==> src/rtl/sbd_pkg.sv <==
package sbd_pkg;

  typedef enum logic [1:0] {
    EV_NONE,
    EV_W0,
    EV_W1,
    EV_RD
  } busEvt_t;

  typedef enum logic [2:0] {
    ST_IDLE,
    ST_ADDR,
    ST_READY,
    ST_READ,
    ST_PAGE,
    ST_PGEND,
    ST_PGARM
  } seqState_t;

  typedef struct packed {
    logic clrCnt;
    logic addrBit;
    logic dataBit;
    logic readAdv;
    logic bitVal;
  } dpCmd_t;

endpackage

==> src/rtl/sbd_bus_sampler.sv <==
module sbd_bus_sampler
  import sbd_pkg::*;
#(
  parameter int SYNC_STAGES = 2
) (
  input  logic    clk,
  input  logic    rstN,
  input  logic    busCeN,
  input  logic    busOeN,
  input  logic    busWeN,
  input  logic    dioIn,
  output busEvt_t evt,
  output logic    rdActive
);

  // bit order {ce, oe, we, data}; strobes idle high
  localparam logic [3:0] IDLE_PINS = 4'b1110;

  logic [3:0] syncSh [SYNC_STAGES];
  logic ceS, oeS, weS, dS;
  logic wrNow, rdNow, badNow, actNow;
  logic actPrev, kindWr, bitLast, taint;

  always_ff @(posedge clk or negedge rstN) begin
    if (!rstN) begin
      for (int i = 0; i < SYNC_STAGES; i++) syncSh[i] <= IDLE_PINS;
    end else begin
      syncSh[0] <= {busCeN, busOeN, busWeN, dioIn};
      for (int i = 1; i < SYNC_STAGES; i++) syncSh[i] <= syncSh[i-1];
    end
  end

  assign {ceS, oeS, weS, dS} = syncSh[SYNC_STAGES-1];

  assign wrNow  = !ceS && !weS && oeS;
  assign rdNow  = !ceS && !oeS && weS;
  assign badNow = !ceS && !weS && !oeS;
  assign actNow = wrNow || rdNow || badNow;
  assign rdActive = rdNow;

  always_ff @(posedge clk or negedge rstN) begin
    if (!rstN) begin
      actPrev <= 1'b0;
      kindWr  <= 1'b0;
      bitLast <= 1'b0;
      taint   <= 1'b0;
      evt     <= EV_NONE;
    end else begin
      actPrev <= actNow;
      evt     <= EV_NONE;
      if (actNow && !actPrev) begin
        kindWr <= wrNow;
        taint  <= badNow;
      end else if (actNow) begin
        taint <= taint || badNow || (wrNow != kindWr);
      end
      if (wrNow) bitLast <= dS;
      if (!actNow && actPrev && !taint) begin
        if (kindWr) evt <= bitLast ? EV_W1 : EV_W0;
        else        evt <= EV_RD;
      end
    end
  end

endmodule

==> src/rtl/sbd_datapath.sv <==
module sbd_datapath
  import sbd_pkg::*;
#(
  parameter int ADDR_W     = 16,
  parameter int ARRAY_AW   = 14,
  parameter int PAGE_BYTES = 32
) (
  input  logic              clk,
  input  logic              rstN,
  input  dpCmd_t            cmd,
  output logic [ADDR_W-1:0] rdAddr,
  output logic [ADDR_W-1:0] pgAddr,
  output logic [7:0]        pgData,
  output logic              pgDataValid,
  output logic [2:0]        bitSel,
  output logic              addrLast,
  output logic              byteLast,
  output logic              atBoundary
);

  localparam int PB   = $clog2(PAGE_BYTES);
  localparam int CNT_W = $clog2(ADDR_W);
  localparam int HI_W = ADDR_W - ARRAY_AW;
  localparam logic [ARRAY_AW-1:0] ONE_A = 1;
  localparam logic [PB-1:0]       ONE_P = 1;
  localparam logic [CNT_W-1:0]    ONE_C = 1;

  logic [ADDR_W-1:0] addrReg, arrayNext, pageNext;
  logic [CNT_W-1:0]  cnt;
  logic [6:0]        shiftReg;

  assign arrayNext  = {{HI_W{1'b0}}, addrReg[ARRAY_AW-1:0] + ONE_A};
  assign pageNext   = {addrReg[ADDR_W-1:PB], addrReg[PB-1:0] + ONE_P};
  assign rdAddr     = {{HI_W{1'b0}}, addrReg[ARRAY_AW-1:0]};
  assign bitSel     = cnt[2:0];
  assign addrLast   = (cnt == CNT_W'(ADDR_W - 1));
  assign byteLast   = (cnt[2:0] == 3'd7);
  assign atBoundary = (cnt == '0);

  always_ff @(posedge clk or negedge rstN) begin
    if (!rstN) begin
      addrReg     <= '0;
      cnt         <= '0;
      shiftReg    <= '0;
      pgAddr      <= '0;
      pgData      <= '0;
      pgDataValid <= 1'b0;
    end else begin
      pgDataValid <= 1'b0;
      if (cmd.clrCnt) begin
        cnt <= '0;
      end else if (cmd.addrBit) begin
        addrReg <= {addrReg[ADDR_W-2:0], cmd.bitVal};
        cnt     <= addrLast ? '0 : cnt + ONE_C;
      end else if (cmd.dataBit) begin
        shiftReg <= {shiftReg[5:0], cmd.bitVal};
        if (byteLast) begin
          pgDataValid <= 1'b1;
          pgAddr      <= addrReg;
          pgData      <= {shiftReg, cmd.bitVal};
          addrReg     <= pageNext;
          cnt         <= '0;
        end else begin
          cnt <= cnt + ONE_C;
        end
      end else if (cmd.readAdv) begin
        if (byteLast) begin
          cnt     <= '0;
          addrReg <= arrayNext;
        end else begin
          cnt <= cnt + ONE_C;
        end
      end
    end
  end

  // a byte takes eight separate bus cycles, so strobes never run back to back
  assert_byte_pulse_R9: assert property (@(posedge clk) disable iff (!rstN)
    pgDataValid |=> !pgDataValid);

endmodule

==> src/rtl/sbd_ctrl.sv <==
module sbd_ctrl
  import sbd_pkg::*;
(
  input  logic    clk,
  input  logic    rstN,
  input  busEvt_t evt,
  input  logic    nvBusy,
  input  logic    addrLast,
  input  logic    byteLast,
  input  logic    atBoundary,
  output dpCmd_t  cmd,
  output logic    readMode,
  output logic    pgStart
);

  seqState_t state, stateNx;
  busEvt_t   hist1, hist2;
  logic      wrLatch, latchNx, loadedAny, loadedNx, pageOk, pageOkNx, startNx;
  logic      take, isWr, isRd, resetHit;

  assign take     = (evt != EV_NONE) && !nvBusy;
  assign isWr     = (evt == EV_W0) || (evt == EV_W1);
  assign isRd     = (evt == EV_RD);
  assign resetHit = isRd && (hist1 == EV_W0) && (hist2 == EV_RD);
  assign readMode = (state == ST_READY) || (state == ST_READ);

  always_comb begin
    stateNx  = state;
    latchNx  = wrLatch;
    loadedNx = loadedAny;
    pageOkNx = pageOk;
    startNx  = 1'b0;
    cmd      = '0;
    cmd.bitVal = (evt == EV_W1);
    if (take) begin
      if (resetHit) begin
        stateNx    = ST_ADDR;
        latchNx    = 1'b1;
        loadedNx   = 1'b0;
        cmd.clrCnt = 1'b1;
      end else begin
        unique case (state)
          ST_IDLE: if (isWr) begin
            stateNx     = ST_ADDR;
            cmd.addrBit = 1'b1;
          end
          ST_ADDR: if (isWr) begin
            cmd.addrBit = 1'b1;
            if (addrLast) stateNx = ST_READY;
          end else begin
            stateNx    = ST_IDLE;
            cmd.clrCnt = 1'b1;
          end
          ST_READY: if (isRd) begin
            stateNx     = ST_READ;
            cmd.readAdv = 1'b1;
          end else begin
            stateNx     = ST_PAGE;
            cmd.dataBit = 1'b1;
            loadedNx    = 1'b0;
          end
          ST_READ: if (isRd) begin
            cmd.readAdv = 1'b1;
          end else begin
            stateNx    = ST_IDLE;
            cmd.clrCnt = 1'b1;
          end
          ST_PAGE: if (isWr) begin
            cmd.dataBit = 1'b1;
            if (byteLast) loadedNx = 1'b1;
          end else begin
            stateNx  = ST_PGEND;
            pageOkNx = loadedAny && atBoundary;
          end
          ST_PGEND: begin
            stateNx = (evt == EV_W1) ? ST_PGARM : ST_IDLE;
            if (evt != EV_W1) cmd.clrCnt = 1'b1;
          end
          ST_PGARM: begin
            if (isRd) begin
              startNx = wrLatch && pageOk;
              latchNx = 1'b0;
            end
            stateNx    = ST_IDLE;
            cmd.clrCnt = 1'b1;
          end
          default: begin
            stateNx    = ST_IDLE;
            cmd.clrCnt = 1'b1;
          end
        endcase
      end
    end
  end

  always_ff @(posedge clk or negedge rstN) begin
    if (!rstN) begin
      state     <= ST_IDLE;
      hist1     <= EV_NONE;
      hist2     <= EV_NONE;
      wrLatch   <= 1'b0;
      loadedAny <= 1'b0;
      pageOk    <= 1'b0;
      pgStart   <= 1'b0;
    end else begin
      state     <= stateNx;
      wrLatch   <= latchNx;
      loadedAny <= loadedNx;
      pageOk    <= pageOkNx;
      pgStart   <= startNx;
      if (take) begin
        hist1 <= evt;
        hist2 <= hist1;
      end
    end
  end

  assert_start_clears_latch_R10: assert property (@(posedge clk) disable iff (!rstN)
    pgStart |-> (!wrLatch && $past(wrLatch)));

  assert_no_start_busy_R12: assert property (@(posedge clk) disable iff (!rstN)
    $past(nvBusy) |-> !pgStart);

endmodule

==> src/rtl/serial_bus_decoder.sv <==
module serial_bus_decoder
  import sbd_pkg::*;
#(
  parameter int ADDR_W      = 16,
  parameter int ARRAY_AW    = 14,
  parameter int PAGE_BYTES  = 32,
  parameter int SYNC_STAGES = 2
) (
  input  logic              clk,
  input  logic              rstN,
  input  logic              busCeN,
  input  logic              busOeN,
  input  logic              busWeN,
  input  logic              dioIn,
  output logic              dioOut,
  output logic              dioOe,
  output logic [ADDR_W-1:0] rdAddr,
  input  logic [7:0]        rdData,
  output logic [ADDR_W-1:0] pgAddr,
  output logic [7:0]        pgData,
  output logic              pgDataValid,
  output logic              pgStart,
  input  logic              nvBusy
);

  busEvt_t evt;
  dpCmd_t  cmd;
  logic    rdActive, readMode, addrLast, byteLast, atBoundary;
  logic [2:0] bitSel;

  sbd_bus_sampler #(.SYNC_STAGES(SYNC_STAGES)) u_sampler (
    .clk(clk), .rstN(rstN), .busCeN(busCeN), .busOeN(busOeN), .busWeN(busWeN),
    .dioIn(dioIn), .evt(evt), .rdActive(rdActive)
  );

  sbd_ctrl u_ctrl (
    .clk(clk), .rstN(rstN), .evt(evt), .nvBusy(nvBusy), .addrLast(addrLast),
    .byteLast(byteLast), .atBoundary(atBoundary), .cmd(cmd),
    .readMode(readMode), .pgStart(pgStart)
  );

  sbd_datapath #(.ADDR_W(ADDR_W), .ARRAY_AW(ARRAY_AW), .PAGE_BYTES(PAGE_BYTES)) u_dp (
    .clk(clk), .rstN(rstN), .cmd(cmd), .rdAddr(rdAddr), .pgAddr(pgAddr),
    .pgData(pgData), .pgDataValid(pgDataValid), .bitSel(bitSel),
    .addrLast(addrLast), .byteLast(byteLast), .atBoundary(atBoundary)
  );

  // busy status wins, then array data (MSB first), else idle-high
  assign dioOe  = rdActive;
  assign dioOut = nvBusy ? 1'b0 : (readMode ? rdData[~bitSel] : 1'b1);

  assert_drive_legal_R2: assert property (@(posedge clk) disable iff (!rstN)
    dioOe |-> $past(!busCeN && !busOeN && busWeN, SYNC_STAGES));

  assert_busy_reads_low_R12: assert property (@(posedge clk) disable iff (!rstN)
    (dioOe && nvBusy) |-> !dioOut);

endmodule

==> config.mk <==
export PLATFORM = sky130hd
export DESIGN_NAME = serial_bus_decoder
export DESIGN_NICKNAME = d
export VERILOG_FILES = /design/src/rtl/sbd_pkg.sv /design/src/rtl/sbd_bus_sampler.sv /design/src/rtl/sbd_datapath.sv /design/src/rtl/sbd_ctrl.sv /design/src/rtl/serial_bus_decoder.sv
export SDC_FILE = /design/constraint.sdc
export NUM_CORES = 1
export LEC_CHECK = 0
export ABC_AREA = 1
export CORE_ASPECT_RATIO = 0.6
export CORE_MARGIN = 5
export CORE_UTILIZATION = 29
export CTS_CLUSTER_SIZE = 16
export DETAILED_ROUTE_END_ITERATION = 10
export DONT_BUFFER_PORTS = 1
export SYNTH_ARGS = -nofsm -noshare
export SYNTH_HDL_FRONTEND = slang
export SYNTH_SLANG_ARGS = --single-unit
==> constraint.sdc <==
create_clock -name clk -period 5.2 [get_ports clk]
set_clock_uncertainty 0.1 [all_clocks]
set_input_delay 1.3 -clock clk [delete_from_list [all_inputs] [get_ports clk]]
set_output_delay 1.3 -clock clk [all_outputs]
set_load 0.01 [all_outputs]
# Yosys cells after proc, flatten, opt, wreduce, memory -nomap -nowiden
# Index checks and enable logic that the tools add are counted.
[classes] add_sub_neg=3 bitwise_logic=5 mux=57 n_eq_ne=23 n_lt_le_gt_ge=1 n_reduce_logical=48
[ops] operator="2-to-1 mux 16 bit" count=4
[ops] operator="2-to-1 mux 1 bit" count=28
[ops] operator="2-to-1 mux 4 bit" count=7
[ops] operator="2-to-1 mux 3 bit" count=9
[ops] operator="one-hot mux 3 bit (6 select lines)" count=1
[ops] operator="adder 14 x 1 -> 14 bit, second input constant" count=1
[ops] operator="logical AND 1 bit" count=13
[ops] operator="equality test 3 bit, second input constant" count=4
[ops] operator="AND reduction 4 bit" count=3
[ops] operator="nonzero test 2 bit" count=6
[ops] operator="AND reduction 5 bit" count=2
[ops] operator="inequality test 3 bit, second input constant" count=3
[ops] operator="AND reduction 3 bit" count=3
[ops] operator="zero test 1 bit" count=7
[ops] operator="equality test 2 bit, second input constant" count=3
[ops] operator="equality test 3 x 2 -> 1 bit, second input constant" count=2
[ops] operator="logical OR 1 bit" count=6
[ops] operator="2-to-1 mux 2 bit" count=3
[ops] operator="inequality test 3 x 1 -> 1 bit, second input constant" count=2
[ops] operator="nonzero test 3 bit" count=2
[ops] operator="adder 5 x 1 -> 5 bit, second input constant" count=1
[ops] operator="2-to-1 mux 5 bit" count=1
[ops] operator="adder 4 x 1 -> 4 bit, second input constant" count=1
[ops] operator="equality test 2 x 1 -> 1 bit, second input constant" count=2
[ops] operator="other kinds (18)" count=23
[totals] in_bits=15 ff_bits=77 elab_cells=158

# Depth between registers and ports, before layout
[logic_depth] word_depth=10 depth_mapped=12 ltp_nobuf=12

# By module
# Synthesis repeated with hierarchy kept, for this count alone.
[unflattened] cells_unflattened=488 hier_area_um2=4081.4
[by_module_without_submodules] module="sbd_datapath" seq_area_each_um2=1301.2 area_per_inst_um2=2716.4 n_inst=1 cells_per_inst=316
[by_module_without_submodules] module="sbd_ctrl" seq_area_each_um2=275.3 area_per_inst_um2=792.0 n_inst=1 cells_per_inst=113
[by_module_without_submodules] module="sbd_bus_sampler" seq_area_each_um2=357.8 area_per_inst_um2=486.7 n_inst=1 cells_per_inst=39
[by_module_without_submodules] module="serial_bus_decoder" seq_area_each_um2=0.0 area_per_inst_um2=86.3 n_inst=1 cells_per_inst=20

# Worst setup path before layout
# No wires, ideal clock.
[synth_path] path_kind="input-to-output" startpoint="input rdData[1]" endpoint="output dioOut" path_slack_ns=1.987 path_stages=4 arrival_time_ns=1.813 required_time_ns=3.800 path_cell_list="o21ai_0 > o22ai_1 > nand2_1 > a31oi_1"
[synth_between] elab_chain_cells=4
[synth_lines] element="start, declared" line="serial_bus_decoder.sv:18" rtl="input logic [7:0] rdData,"
[synth_lines] element="binary-select mux 1 bit (select 3 bit)" line="serial_bus_decoder.sv:50" rtl="assign dioOut = nvBusy ? 1'b0 : (readMode ? rdData[~bitSel] : 1'b1);"
[synth_lines] element="2-to-1 mux 1 bit (implied by the code)" line="serial_bus_decoder.sv:50"
[synth_lines] element="2-to-1 mux 1 bit (2 in a row)" line="serial_bus_decoder.sv:50"
[synth_lines] element="end, declared" line="serial_bus_decoder.sv:15" rtl="output logic dioOut,"
# Every way passes these cells. The select of a mux whose other input is x is not followed.

# Worst setup path after layout
# Same ends and word-level chain as after synthesis.

==> metrics.md <==
| Metric | Value |
|---|---|
| Die span in x | `165 µm` |
| Total global routing overflow | `0` |
| Setup TNS | `0 ns` |
| Final setup viols | `0` |
| Reg2reg setup slack | `2.82 ns` |
| Syn. warnings | `0` |
| Fraction of layout cells with a size suffix above 1 | `9.70%` |
| Hold Path Class | `reg -> reg` |
| Number of global-route vias before repair | `3090` |
| CTS buffer count | `9` |
| TritonCTS clock tree | `done` |
| Area growth syn-to-layout | `7.62%` |
| Starting density of the core | `30.1%` |
| Via count | `3274` |
| Worst VDD drop | `150 µV` |
| Max Slew Vio Count | `0` |
| Max Cap Viol | `0` |
| Clock buffer depth | `2` |
| RSZ-0062 raised after global routing | `false` |
| Ys flop type | `dfrtp_1` |
| Largest net degree at the start of global routing | `78` |
| Core area | `13900 µm²` |
| Power, Total | `1.66 mW` |
| CP max FO | `1` |
| Die Y | `103 µm` |
| # rows | `33` |
| Critical path class | `in -> out` |
| Fmax | `304 MHz` |
| Post-synthesis async set-or-reset flop share | `100%` |
| Detailed Routing Iterations Pass 1 | `5` |
| Final period util | `63.2%` |
| Skew-Pair Late Insertion Delay | `0.34 ns` |
| Total Wirelength | `10000 µm` |
| Worst Hold Path Cells | `0` |
| DRT iter0 DRCs | `279` |
| Worst R2R Start | `u_sampler.evt[0]$_DFF_PN0_` |
| H-tree depth | `3` |
| # hold bufs at CTS | `0` |
| Status | `finished, final reports clean` |
| Yosys cell types | `33` |
| Remaining DRCs | `0` |
| Die area | `17000 µm²` |
| Wire per inst | `14.3 µm` |
| Number of synthesized flops with an enable pin | `0` |
| PwrDens | `370 nW/µm²` |
| Num ports | `59` |
| Reg2reg end | `u_dp.addrReg[7]$_DFFE_PN0P_` |
| Slew @ Worst Pin | `0.651 ns` |
| Hold Vio Cnt, Final | `0` |
| CP required | `3.80 ns` |
| Hold path endpoint | `u_sampler.dS$_DFF_PN0_` |
| Via density per instance | `4.70` |
| Worst-path clk slew | `0.07 ns` |
| Buffers on Ports | `0` |
| HPWL after DPL | `7290 µm` |
| ANT nets after route | `0` |
| Seq/Total Area, Yosys | `46.4%` |
| Number of synthesized register bits | `77` |
| Clock root buffer | `clkbuf_16` |
| Post-synthesis mux area share | `0%` |
| Postcts setup bufs | `0` |
| Clock sink count | `77` |
| Syn Std Cell Area | `4170 µm²` |
| Number of diodes | `0` |
| Worst slew margin | `56.5%` |
| Synth Area in XOR/XNOR | `1.05%` |
| Startpoint types | `input port` |
| # resized after CTS | `0` |
| Final net count | `523` |
| Layout fillers | `1483` |
| Post-layout min period | `3.29 ns` |
| P_leak | `2.15 nW` |
| Crit path capture type | `output port` |
| Adder-cell area share of the yosys netlist | `2.40%` |
| Initial antenna violation count | `0` |
| Final Non-Filler Cells | `697` |
| First-pass GRT wire length | `16200 µm` |
| Compound-Gate Fraction of Synth Area | `9.15%` |
| Placed insts | `681` |
| Commonest non-fill, non-tap cells in the layout | `nand2_1, dfrtp_1, inv_1` |
| Simple logic cell fraction of the synthesized area | `30.7%` |
| Most common cell after layout, fill and taps aside | `nand2_1` |
| Main combinational cell family by area after synthesis | `simple AND/OR/NAND/NOR gates` |
| Placer Congestion | `0.861` |
| GRT Total Usage | `12.3%` |
| Synthesized instance count | `517` |
| R2R cell count | `8` |
| Crit path DAT | `1.89 ns` |
| Avg Cell Area, Syn | `8.07 µm²` |
| Hold Path Origin | `u_sampler.syncSh[4]$_DFF_PN0_` |
[Yosys cell counts (2+ instances only)]
cell type | n | area share (%)
nor2_1 | 37 | 3.3
nand2_1 | 168 | 15
buf_2 | 5 | 0.60
nand2_4 | 3 | 0.81
nand2_2 | 6 | 0.90
nand3_2 | 3 | 0.72
dfstp_2 | 6 | 3.8
nor3_4 | 2 | 0.78
nand3_1 | 18 | 2.2
ha_1 | 8 | 2.4
buf_6 | 5 | 1.4
o21ai_0 | 32 | 3.8
xor2_1 | 5 | 1.1
nor2_8 | 2 | 0.96
o21ai_1 | 29 | 3.5
inv_1 | 49 | 4.4
dfrtp_1 | 71 | 43
o22ai_1 | 6 | 0.90
a21oi_1 | 5 | 0.60
buf_4 | 18 | 3.2
inv_2 | 4 | 0.36
nand4_1 | 20 | 3.0
nand3_4 | 4 | 1.7
nor3_1 | 2 | 0.24
[through the flow]
step           hold WS (ns)  utilization (%)  area (µm²)  setup slack, ns
3_3_place_gp          0.231             30.2        4190             1.92
4_1_cts               0.251             32.4        4490             1.91
6_report              0.250             32.4        4490             1.91
2_1_floorplan         0.231                -        4170             1.99
3_5_place_dp          0.235             30.2        4190             1.91
5_1_grt               0.257             32.4        4490             1.82
[sequential cells by signal, indices dropped and copies added, names as in the netlist, 2 cells and up]
name / cells
u_ctrl.hist1: 2
u_ctrl.hist2: 2
u_ctrl.state: 3
u_dp.addrReg: 16
u_dp.cnt: 4
u_dp.pgAddr: 16
u_dp.pgData: 8
u_dp.shiftReg: 7
u_sampler.evt: 2
u_sampler.syncSh: 5
[worst max path at each step]
stage                     startpoint     end  cells past startpoint
after floorplan            rdData[1]  dioOut                      4
after global placement     rdData[1]  dioOut                      4
after detailed placement   rdData[1]  dioOut                      4
after CTS                  rdData[1]  dioOut                      4
after global routing       rdData[1]  dioOut                      4
final                      rdData[1]  dioOut                      4
[cell type report]
class | count | area [µm²] | area share [%]
inverters | 54 | 205 | 4.57
multi-input cells | 358 | 1810 | 40.4
well taps | 192 | 240 | 5.35
clock inverters | 7 | 68.8 | 1.53
flip-flops and latches | 77 | 1930 | 43.1
clock buffers | 9 | 225 | 5.02
[worst max-delay path: stages]
cell and delay, ns:
o21ai_0 0.06, o22ai_1 0.16, nand2_1 0.06, a31oi_1 0.30
[cell families (layout without fill, tap and decap cells)]
kind of cell,count (synthesis),in the layout
adder cells (fa/ha/maj),8,8
other,1,2
AO/OA/AOI/OAI,74,74
buffers and inverters,83,70
flip-flops,77,77
XOR/XNOR,5,5
AND/OR/NAND/NOR,269,269
[power breakdown]
part	switching (mW)	internal, mW
logic	0.209	0.108
registers	0.0682	0.647
clock network	0.287	0.340
[metal layers]
metal | global-route usage (%) | wire [µm]
met1 | 17.4 | 4940
met2 | 16.3 | 3790
met3 | 5.87 | 1140
met4 | 4.22 | 132
met5 | 0 | 0
No activity file was read; power rests on OpenSTA's default activity.
